## config.mk

```make
export PLATFORM = sky130hd
export DESIGN_NAME = mux_dram
export DESIGN_NICKNAME = d
export VERILOG_FILES = /design/src/rtl/dram_pkg.sv /design/src/rtl/dram_cell_array.sv /design/src/rtl/dram_row_buf.sv /design/src/rtl/dram_refresh_timer.sv /design/src/rtl/mux_dram.sv
export SDC_FILE = /design/constraint.sdc
export NUM_CORES = 1
export LEC_CHECK = 0
export CAP_MARGIN = 25
export CORE_MARGIN = 1
export CORE_UTILIZATION = 60
export DETAILED_ROUTE_END_ITERATION = 10
export GPL_TIMING_DRIVEN = 0
export MAX_ROUTING_LAYER = met4
export PLACE_DENSITY = 0.76
export SKIP_LAST_GASP = 1
export SYNTH_ARGS = -nofsm -noshare
export SYNTH_HDL_FRONTEND = slang
export SYNTH_SLANG_ARGS = --single-unit
export TNS_END_PERCENT = 5
```

## constraint.sdc

```tcl
create_clock -name clk_i -period 3.3 [get_ports clk_i]
set_input_delay 0.495 -clock clk_i [delete_from_list [all_inputs] [get_ports clk_i]]
set_output_delay 0.495 -clock clk_i [all_outputs]
set_load 0.01 [all_outputs]
```

## src/rtl/dram_pkg.sv

```systemverilog
package dram_pkg;
  typedef enum logic [2:0] {
    CMD_NOP,
    CMD_PRE,
    CMD_ACT,
    CMD_RD,
    CMD_WR
  } dram_cmd_e;

  // precedence: precharge, activate, column
  function automatic dram_cmd_e decode_cmd(input logic ras, input logic cas,
                                           input logic pre, input logic we);
    if (pre)      return CMD_PRE;
    else if (ras) return CMD_ACT;
    else if (cas) return we ? CMD_WR : CMD_RD;
    else          return CMD_NOP;
  endfunction
endpackage

```

## src/rtl/dram_cell_array.sv

```systemverilog
module dram_cell_array #(
  parameter int ROWS = 4,
  parameter int COLS = 4,
  parameter int DW   = 8,
  localparam int RAW   = (ROWS > 1) ? $clog2(ROWS) : 1,
  localparam int ROW_W = COLS * DW
) (
  input  logic             clk_i,
  input  logic             rst_ni,
  input  logic [RAW-1:0]   rd_row_i,
  output logic [ROW_W-1:0] rd_data_o,
  input  logic             wr_en_i,
  input  logic [RAW-1:0]   wr_row_i,
  input  logic [ROW_W-1:0] wr_data_i
);
  logic [ROW_W-1:0] rows_w [ROWS];

  for (genvar r = 0; r < ROWS; r++) begin : g_row
    logic [ROW_W-1:0] row_q;
    always_ff @(posedge clk_i or negedge rst_ni) begin
      if (!rst_ni) row_q <= '0;
      else if (wr_en_i && wr_row_i == RAW'(r)) row_q <= wr_data_i;
    end
    assign rows_w[r] = row_q;
  end

  assign rd_data_o = rows_w[rd_row_i];
endmodule

```

## src/rtl/dram_row_buf.sv

```systemverilog
module dram_row_buf #(
  parameter int COLS = 4,
  parameter int DW   = 8,
  localparam int CAW   = (COLS > 1) ? $clog2(COLS) : 1,
  localparam int ROW_W = COLS * DW
) (
  input  logic             clk_i,
  input  logic             rst_ni,
  input  logic             load_i,
  input  logic [ROW_W-1:0] load_data_i,
  input  logic             wr_i,
  input  logic [CAW-1:0]   col_i,
  input  logic [DW-1:0]    wdata_i,
  output logic [ROW_W-1:0] row_o,
  output logic [DW-1:0]    col_data_o
);
  logic [DW-1:0] bytes_w [COLS];

  for (genvar c = 0; c < COLS; c++) begin : g_col
    logic [DW-1:0] byte_q;
    always_ff @(posedge clk_i or negedge rst_ni) begin
      if (!rst_ni)                         byte_q <= '0;
      else if (load_i)                     byte_q <= load_data_i[c*DW +: DW];
      else if (wr_i && col_i == CAW'(c))   byte_q <= wdata_i;
    end
    assign bytes_w[c] = byte_q;
    assign row_o[c*DW +: DW] = byte_q;
  end

  assign col_data_o = bytes_w[col_i];
endmodule

```

## src/rtl/dram_refresh_timer.sv

```systemverilog
module dram_refresh_timer #(
  parameter int REF_PERIOD = 3_200_000,
  parameter int REF_BURST  = 4,
  localparam int CW = $clog2(REF_PERIOD),
  localparam int BW = (REF_BURST > 1) ? $clog2(REF_BURST) : 1
) (
  input  logic clk_i,
  input  logic rst_ni,
  input  logic row_open_i,
  output logic req_o,
  output logic busy_o
);
  localparam logic [CW-1:0] CNT_LAST   = CW'(REF_PERIOD - 1);
  localparam logic [BW-1:0] BURST_LAST = BW'(REF_BURST - 1);

  logic [CW-1:0] cnt_q;
  logic [BW-1:0] burst_q;
  logic          expire;

  assign expire = (cnt_q == CNT_LAST);

  always_ff @(posedge clk_i or negedge rst_ni) begin
    if (!rst_ni) begin
      cnt_q   <= '0;
      req_o   <= 1'b0;
      busy_o  <= 1'b0;
      burst_q <= '0;
    end else begin
      cnt_q <= expire ? '0 : cnt_q + 1'b1;
      req_o <= expire;
      if (expire) begin
        busy_o  <= 1'b1;
        burst_q <= '0;
      end else if (busy_o && !row_open_i) begin
        // refresh only advances with the bank precharged
        if (burst_q == BURST_LAST) busy_o <= 1'b0;
        else                       burst_q <= burst_q + 1'b1;
      end
    end
  end
endmodule

```

## src/rtl/mux_dram.sv

```systemverilog
module mux_dram
  import dram_pkg::*;
#(
  parameter int ROWS       = 4,
  parameter int COLS       = 4,
  parameter int DW         = 8,
  parameter int REF_PERIOD = 3_200_000,
  parameter int REF_BURST  = 4,
  localparam int RAW = (ROWS > 1) ? $clog2(ROWS) : 1,
  localparam int CAW = (COLS > 1) ? $clog2(COLS) : 1,
  localparam int AW  = (RAW > CAW) ? RAW : CAW
) (
  input  logic          clk_i,
  input  logic          rst_ni,
  input  logic [AW-1:0] addr_i,
  input  logic          ras_i,
  input  logic          cas_i,
  input  logic          we_i,
  input  logic          pre_i,
  input  logic [DW-1:0] wdata_i,
  output logic [DW-1:0] rdata_o,
  output logic          rvalid_o,
  output logic          err_o,
  output logic          ref_req_o,
  output logic          busy_o
);
  localparam int ROW_W = COLS * DW;

  dram_cmd_e        cmd;
  logic             row_open_q;
  logic [RAW-1:0]   open_row_q;
  logic             act_ok, col_ok, col_cmd, wr_back;
  logic [ROW_W-1:0] arr_row, buf_row;
  logic [DW-1:0]    buf_byte;

  assign cmd     = decode_cmd(ras_i, cas_i, pre_i, we_i);
  assign col_cmd = (cmd == CMD_RD) || (cmd == CMD_WR);
  assign col_ok  = col_cmd && row_open_q;
  assign act_ok  = (cmd == CMD_ACT) && !row_open_q && !busy_o;
  assign wr_back = (cmd == CMD_PRE) && row_open_q;

  dram_cell_array #(.ROWS(ROWS), .COLS(COLS), .DW(DW)) u_array (
    .clk_i    (clk_i),
    .rst_ni   (rst_ni),
    .rd_row_i (addr_i[RAW-1:0]),
    .rd_data_o(arr_row),
    .wr_en_i  (wr_back),
    .wr_row_i (open_row_q),
    .wr_data_i(buf_row)
  );

  dram_row_buf #(.COLS(COLS), .DW(DW)) u_rbuf (
    .clk_i      (clk_i),
    .rst_ni     (rst_ni),
    .load_i     (act_ok),
    .load_data_i(arr_row),
    .wr_i       (col_ok && cmd == CMD_WR),
    .col_i      (addr_i[CAW-1:0]),
    .wdata_i    (wdata_i),
    .row_o      (buf_row),
    .col_data_o (buf_byte)
  );

  dram_refresh_timer #(.REF_PERIOD(REF_PERIOD), .REF_BURST(REF_BURST)) u_ref (
    .clk_i     (clk_i),
    .rst_ni    (rst_ni),
    .row_open_i(row_open_q),
    .req_o     (ref_req_o),
    .busy_o    (busy_o)
  );

  always_ff @(posedge clk_i or negedge rst_ni) begin
    if (!rst_ni) begin
      row_open_q <= 1'b0;
      open_row_q <= '0;
      rdata_o    <= '0;
      rvalid_o   <= 1'b0;
      err_o      <= 1'b0;
    end else begin
      err_o <= col_cmd && !row_open_q;
      if (cmd != CMD_NOP) rvalid_o <= 1'b0;
      if (col_ok && cmd == CMD_RD) begin
        rvalid_o <= 1'b1;
        rdata_o  <= buf_byte;
      end
      if (wr_back) row_open_q <= 1'b0;
      if (act_ok) begin
        row_open_q <= 1'b1;
        open_row_q <= addr_i[RAW-1:0];
      end
    end
  end
endmodule

```

After elaboration in Yosys (flattened, before gate mapping)
Index checks and enable logic that the tools add are counted.
Storage, ports and cells
  register bits after elaboration: 199
  input bits: 16
  output and inout port bits: 12
  logic and storage cells: 95
Operators by class
  $add $sub $neg: 2
  order comparisons: 1
  eq/ne operators: 13
  muxes and demuxes: 29
  bitwise gates (word level): 1
  reduce and logical (&&, ||, !) cells: 32
Operator list (count)
  $mux 8: 10
  $bmux 32 s2: 1
  $mux 32: 2
  $add 22x1->22 const B: 1
  $eq 22x22->1 const B: 1
  $mux 22: 1
  $bmux 8 s2: 1
  $logic_and 1x1->1: 16
  $reduce_bool 2->1: 8
  $mux 3: 4
  $eq 2x2->1 const B: 5
  $mux 1: 7
  $eq 3x2->1 const B: 2
  $mux 2: 3
  $eq 2x1->1 const B: 2
  $logic_not 2->1: 2
  $reduce_and 2->1: 2
  $eq 3x1->1 const B: 1
  $eq 3x3->1 const B: 1
  $ge 3x3->1 const B: 1
  $not 2->3: 1
  $reduce_bool 3->1: 1
  $add 2x1->2 const B: 1
  $logic_not 1->1: 2
  other kinds (2): 2

Depth between registers and ports, before layout
  depth after elaboration: 11
  depth in mapped cells: 6
  gate-level depth less buffers: 5

Hierarchy
Synthesis repeated with hierarchy kept, for this count alone.
Second synthesis, totals
  cell total of the unflattened synthesis: 621
  area, all modules: 9086.2 µm²
By module, submodules not included
  dram_cell_array: instances 1, cells an instance 311, area an instance 5504.0 µm²
  dram_row_buf: instances 1, cells an instance 158, area an instance 1766.7 µm²
  dram_refresh_timer: instances 1, cells an instance 115, area an instance 1224.9 µm²
  mux_dram: instances 1, cells an instance 37, area an instance 590.6 µm²

Worst setup path before layout
No wires, ideal clock.
  kind: in2reg
  start: input port addr_i[0]
  end: register rdata_o[3]
  data arrival time: 1.752 ns
  setup slack: 1.423 ns
  stages on the path: 4
  buffers on the path: 2
  path through: buf_2 buf_2 mux4_2 mux2_2
Between the ends
  cells in the longest elaborated chain, start to end: 4
Ends and longest elaborated chain
  start: declaration: line mux_dram.sv:15  | input logic [AW-1:0] addr_i,
  $not 2->3 (not written as such): line dram_row_buf.sv:30  | assign col_data_o = bytes_w[col_i];
  $bmux 8 s2: line dram_row_buf.sv:30
  $mux 8 (not written as such) (2 in series): line dram_row_buf.sv:30
  end signal: assignment: line mux_dram.sv:84  | rdata_o <= buf_byte;
  end: declaration: line mux_dram.sv:21  | output logic [DW-1:0] rdata_o,
Every way passes these cells. The select of a mux whose other input is x is not followed.
A chain may end at the register's enable or synchronous reset.

Final worst setup path
  start: input port ras_i
  end: register u_rbuf.g_col[0].byte_q[1]
Between the ends
  cells in the longest elaborated chain, start to end: 8
  elaborated cells on any way between the ends: 13
Ends and longest elaborated chain
  start: declaration: line mux_dram.sv:16  | input logic ras_i,
  $mux 3 (*): line dram_pkg.sv:14  | else if (ras) return CMD_ACT;
  $mux 3 (*): line dram_pkg.sv:13  | if (pre) return CMD_PRE;
  $eq 3x2->1 or $eq 3x3->1 (tied branches): line mux_dram.sv:37, mux_dram.sv:57
  $logic_or 1x1->1: line mux_dram.sv:37  | assign col_cmd = (cmd == CMD_RD) || (cmd == CMD_WR);
  $logic_and 1x1->1: line mux_dram.sv:38  | assign col_ok = col_cmd && row_open_q;
  $logic_and 1x1->1: line mux_dram.sv:57  | .wr_i (col_ok && cmd == CMD_WR),
  $logic_and 1x1->1: line dram_row_buf.sv:24  | else if (wr_i && col_i == CAW'(c)) byte_q <= wdata_i;
  $reduce_bool 2->1 (no source line)
  end signal: assignment: line dram_row_buf.sv:23  | else if (load_i) byte_q <= load_data_i[c*DW +: DW];
  end signal: assignment: line dram_row_buf.sv:24
  end: declaration: line dram_row_buf.sv:20  | logic [DW-1:0] byte_q;
Every way passes the cells marked *; elsewhere a longest branch is shown, timed or not.

==> reports/qor.txt <==
VDD IR max = 406 uV
Sequential fraction of the synthesis area = 56.0%
RSZ-0062 raised after global routing = false
Max_cap viols = 0
Clk pwr share = 41.3%
Largest net degree at the start of global routing = 118
Crit end category = flop
Commonest non-fill, non-tap cell in the layout = dfrtp_1
Flop pwr share = 50.3%
Layout Skew = 0.00823 ns
PortBufs = 24
Hold Buf Count CTS = 0
Routed Antenna Nets = 0
R2R Setup Slk = 0.88 ns
CP Launch Type = input port
Req. time, crit path = 3.64 ns
Switching power share of the total = 23.1%
Clock slew at reported path FFs = 0.07 ns
WL/cell = 22.8 um
Area delta synth->final = 12.8%
Power density cells = 538 nW/um2
Starting Density = 61.4%
DRC viols = 0
TritonCTS clock tree = done
Fin crit share = 73.4%
Min-Delay Path Class = input port to asynchronous set/reset pin
Worst-path fanout max = 10
Unique masters post-synth = 37
Total GRT Usage = 29.0%
Static leakage = 4.72 nW
Comb power frac = 8.4%
I/O pins = 28
Routed WL = 19,500 um
R2R cell count = 6
Root buf cell = clkbuf_16
Gpl congestion = 0.816
Slew @ Worst Pin = 0.878 ns
Fill cell count = 970
Layout cell share with drive strength beyond 1 = 34.0%
Ys Warns = 0
DRT iter0 DRCs = 567
Internal = 0.00415 W
Layout Nets = 680
Die Ht = 124 um
Pre-Repair DR Iteration Count = 4
Rel. slew slack = 41.4%
Post-synth EDFFs = 0
DP Worst Slack = 0.443 ns
Total congestion overflow = 0
Main synth FF type = dfrtp_1
Vias in the first global route = 5,642
Post-Syn Instances = 618
Fin. Hold Viols = 0
Later-pin clock latency in the skew report = 0.43 ns
Clock Path Buffers = 2
Slew Viols, Final = 0
Worst hold slack = 0.128 ns
Vias/cell = 6.32
Core area = 14,500 um2
Arr. time, crit path = 2.76 ns
CTS Buf Count = 17
Mean post-synth cell area = 14.4 um2
Via count = 5,420
Period minus WS final = 2.42 ns
Most frequent cells in the layout = dfrtp_1 (199), mux2_2 (138), nand2_1 (40), mux4_2 (40), o21ai_0 (34)
PnR worst setup slack = 0.876 ns
Post-CTS Setup Repair Bufs = 0
Outcome = complete, no violations
Setup CP Type = input port to flop
Die X = 124 um
RR Endpoint = u_rbuf.g_col[0].byte_q[1]$_DFFE_PN0P_
Setup-failing EPs final = 0
Post-synthesis register bit count = 199
FP Rows = 44
FF-to-FF Start = row_open_q$_DFFE_PN0P_
Clock sinks = 199
DP Wirelength = 13,100 um
Die area = 15,300 um2
Max Freq = 413 MHz
Post-synthesis async set-or-reset flop share = 100%
Initial antenna violation count = 0
First-pass GRT wire length = 31,000 um
Number of diodes = 0
Post-Syn Area = 8890 um2
Net Sw Power = 0.00125 W
CTS H-tree lvls = 4
Post-CTS resize count = 0
Net count after synthesis = 636
-- through the flow --
stage          setup TNS [ns]  area, um2  std cells  power, W  util, %
2_1_floorplan               0       8890        618   0.00300        -
6_report                    0      10000        858   0.00540     69.3
3_5_place_dp                0       9390        827   0.00321     64.9
3_3_place_gp         -1198.40       9360        826   0.00318     64.7
4_1_cts                     0      10000        858   0.00542     69.3
5_1_grt                     0      10000        858   0.00557     69.3
-- power groups by stage --
stage / combinational, W / sequential [W] / clock, W
5_1_grt: 0.000491 / 0.00273 / 0.00234
3_3_place_gp: 0.000432 / 0.00274 / 0
6_report: 0.000452 / 0.00272 / 0.00223
2_1_floorplan: 0.000295 / 0.00271 / 0
3_5_place_dp: 0.000454 / 0.00276 / 0
4_1_cts: 0.000458 / 0.00271 / 0.00225
-- registers in the layout, summed over array words and instances (netlist names) --
name,cells
open_row_q,2
u_ref.busy_o,1
err_o,1
u_array.g_row.row_q,128
u_ref.cnt_q,22
u_ref.req_o,1
u_ref.burst_q,2
row_open_q,1
u_rbuf.g_col.byte_q,32
rdata_o,8
rvalid_o,1
-- metal layers --
layer	vias up	track usage [%]	share of wire [%]
met5	-	-	0
met3	44	5.63	4.7
met4	0	12.3	3.1
met1	2874	37.4	42
li1	2362	-	-
met2	140	45.2	50
-- worst max-delay path, stage by stage --
cell,delay (ns)
clkdlybuf4s50_1,0.55
nor4b_1,0.65
buf_2,0.36
buf_1,0.47
nand2_1,0.12
o21ai_0,0.12
-- area by class of cell --
type | instances | area (um2) | area share [%]
flip-flops and latches | 199 | 4980 | 49.6
clock inverters | 10 | 168 | 1.67
well taps | 184 | 230 | 2.29
inverters | 6 | 22.5 | 0.224
plain buffers | 35 | 148 | 1.47
multi-input cells | 378 | 3740 | 37.3
repair buffers | 25 | 273 | 2.72
clock buffers | 21 | 470 | 4.69
-- Yosys cell counts (all sizes together) (3+ instances only) --
master / n / area (um2)
nand2: 40 / 150
nor3: 7 / 35.0
o21ai: 34 / 170
buf: 19 / 87.6
inv: 6 / 22.5
xnor2: 13 / 114
nor4: 4 / 25.0
and4b: 3 / 30.0
nor2: 17 / 63.8
dfrtp: 199 / 4980
mux2: 138 / 1550
xor2: 4 / 35.0
clkbuf: 16 / 60.1
mux4: 40 / 901
a21oi: 3 / 15.0
mux2i: 33 / 330
nand4: 10 / 83.8
nand3: 11 / 55.1
-- cells by family after synthesis --
kind of cell             synth area share [%]
adder cells (fa/ha/maj)                 0.281
AND/OR/NAND/NOR                          6.26
flip-flops                               56.0
AO/OA/AOI/OAI                            2.53
XOR/XNOR                                 1.67
buffers and inverters                    1.91
multiplexers                             31.3
-- worst max path at each step --
stage,depth (start not counted),end,startpoint
floorplan,4,rdata_o[3]$_DFFE_PN0P_,addr_i[0]
global placement,1,u_array.g_row[1].row_q[29]$_DFFE_PN0P_,rst_ni
detailed placement,6,u_rbuf.g_col[0].byte_q[0]$_DFFE_PN0P_,ras_i
CTS,6,u_rbuf.g_col[0].byte_q[0]$_DFFE_PN0P_,row_open_q$_DFFE_PN0P_
global route,6,u_rbuf.g_col[0].byte_q[1]$_DFFE_PN0P_,row_open_q$_DFFE_PN0P_
finish,6,u_rbuf.g_col[0].byte_q[1]$_DFFE_PN0P_,ras_i
Power figures use the tool's default switching activity.
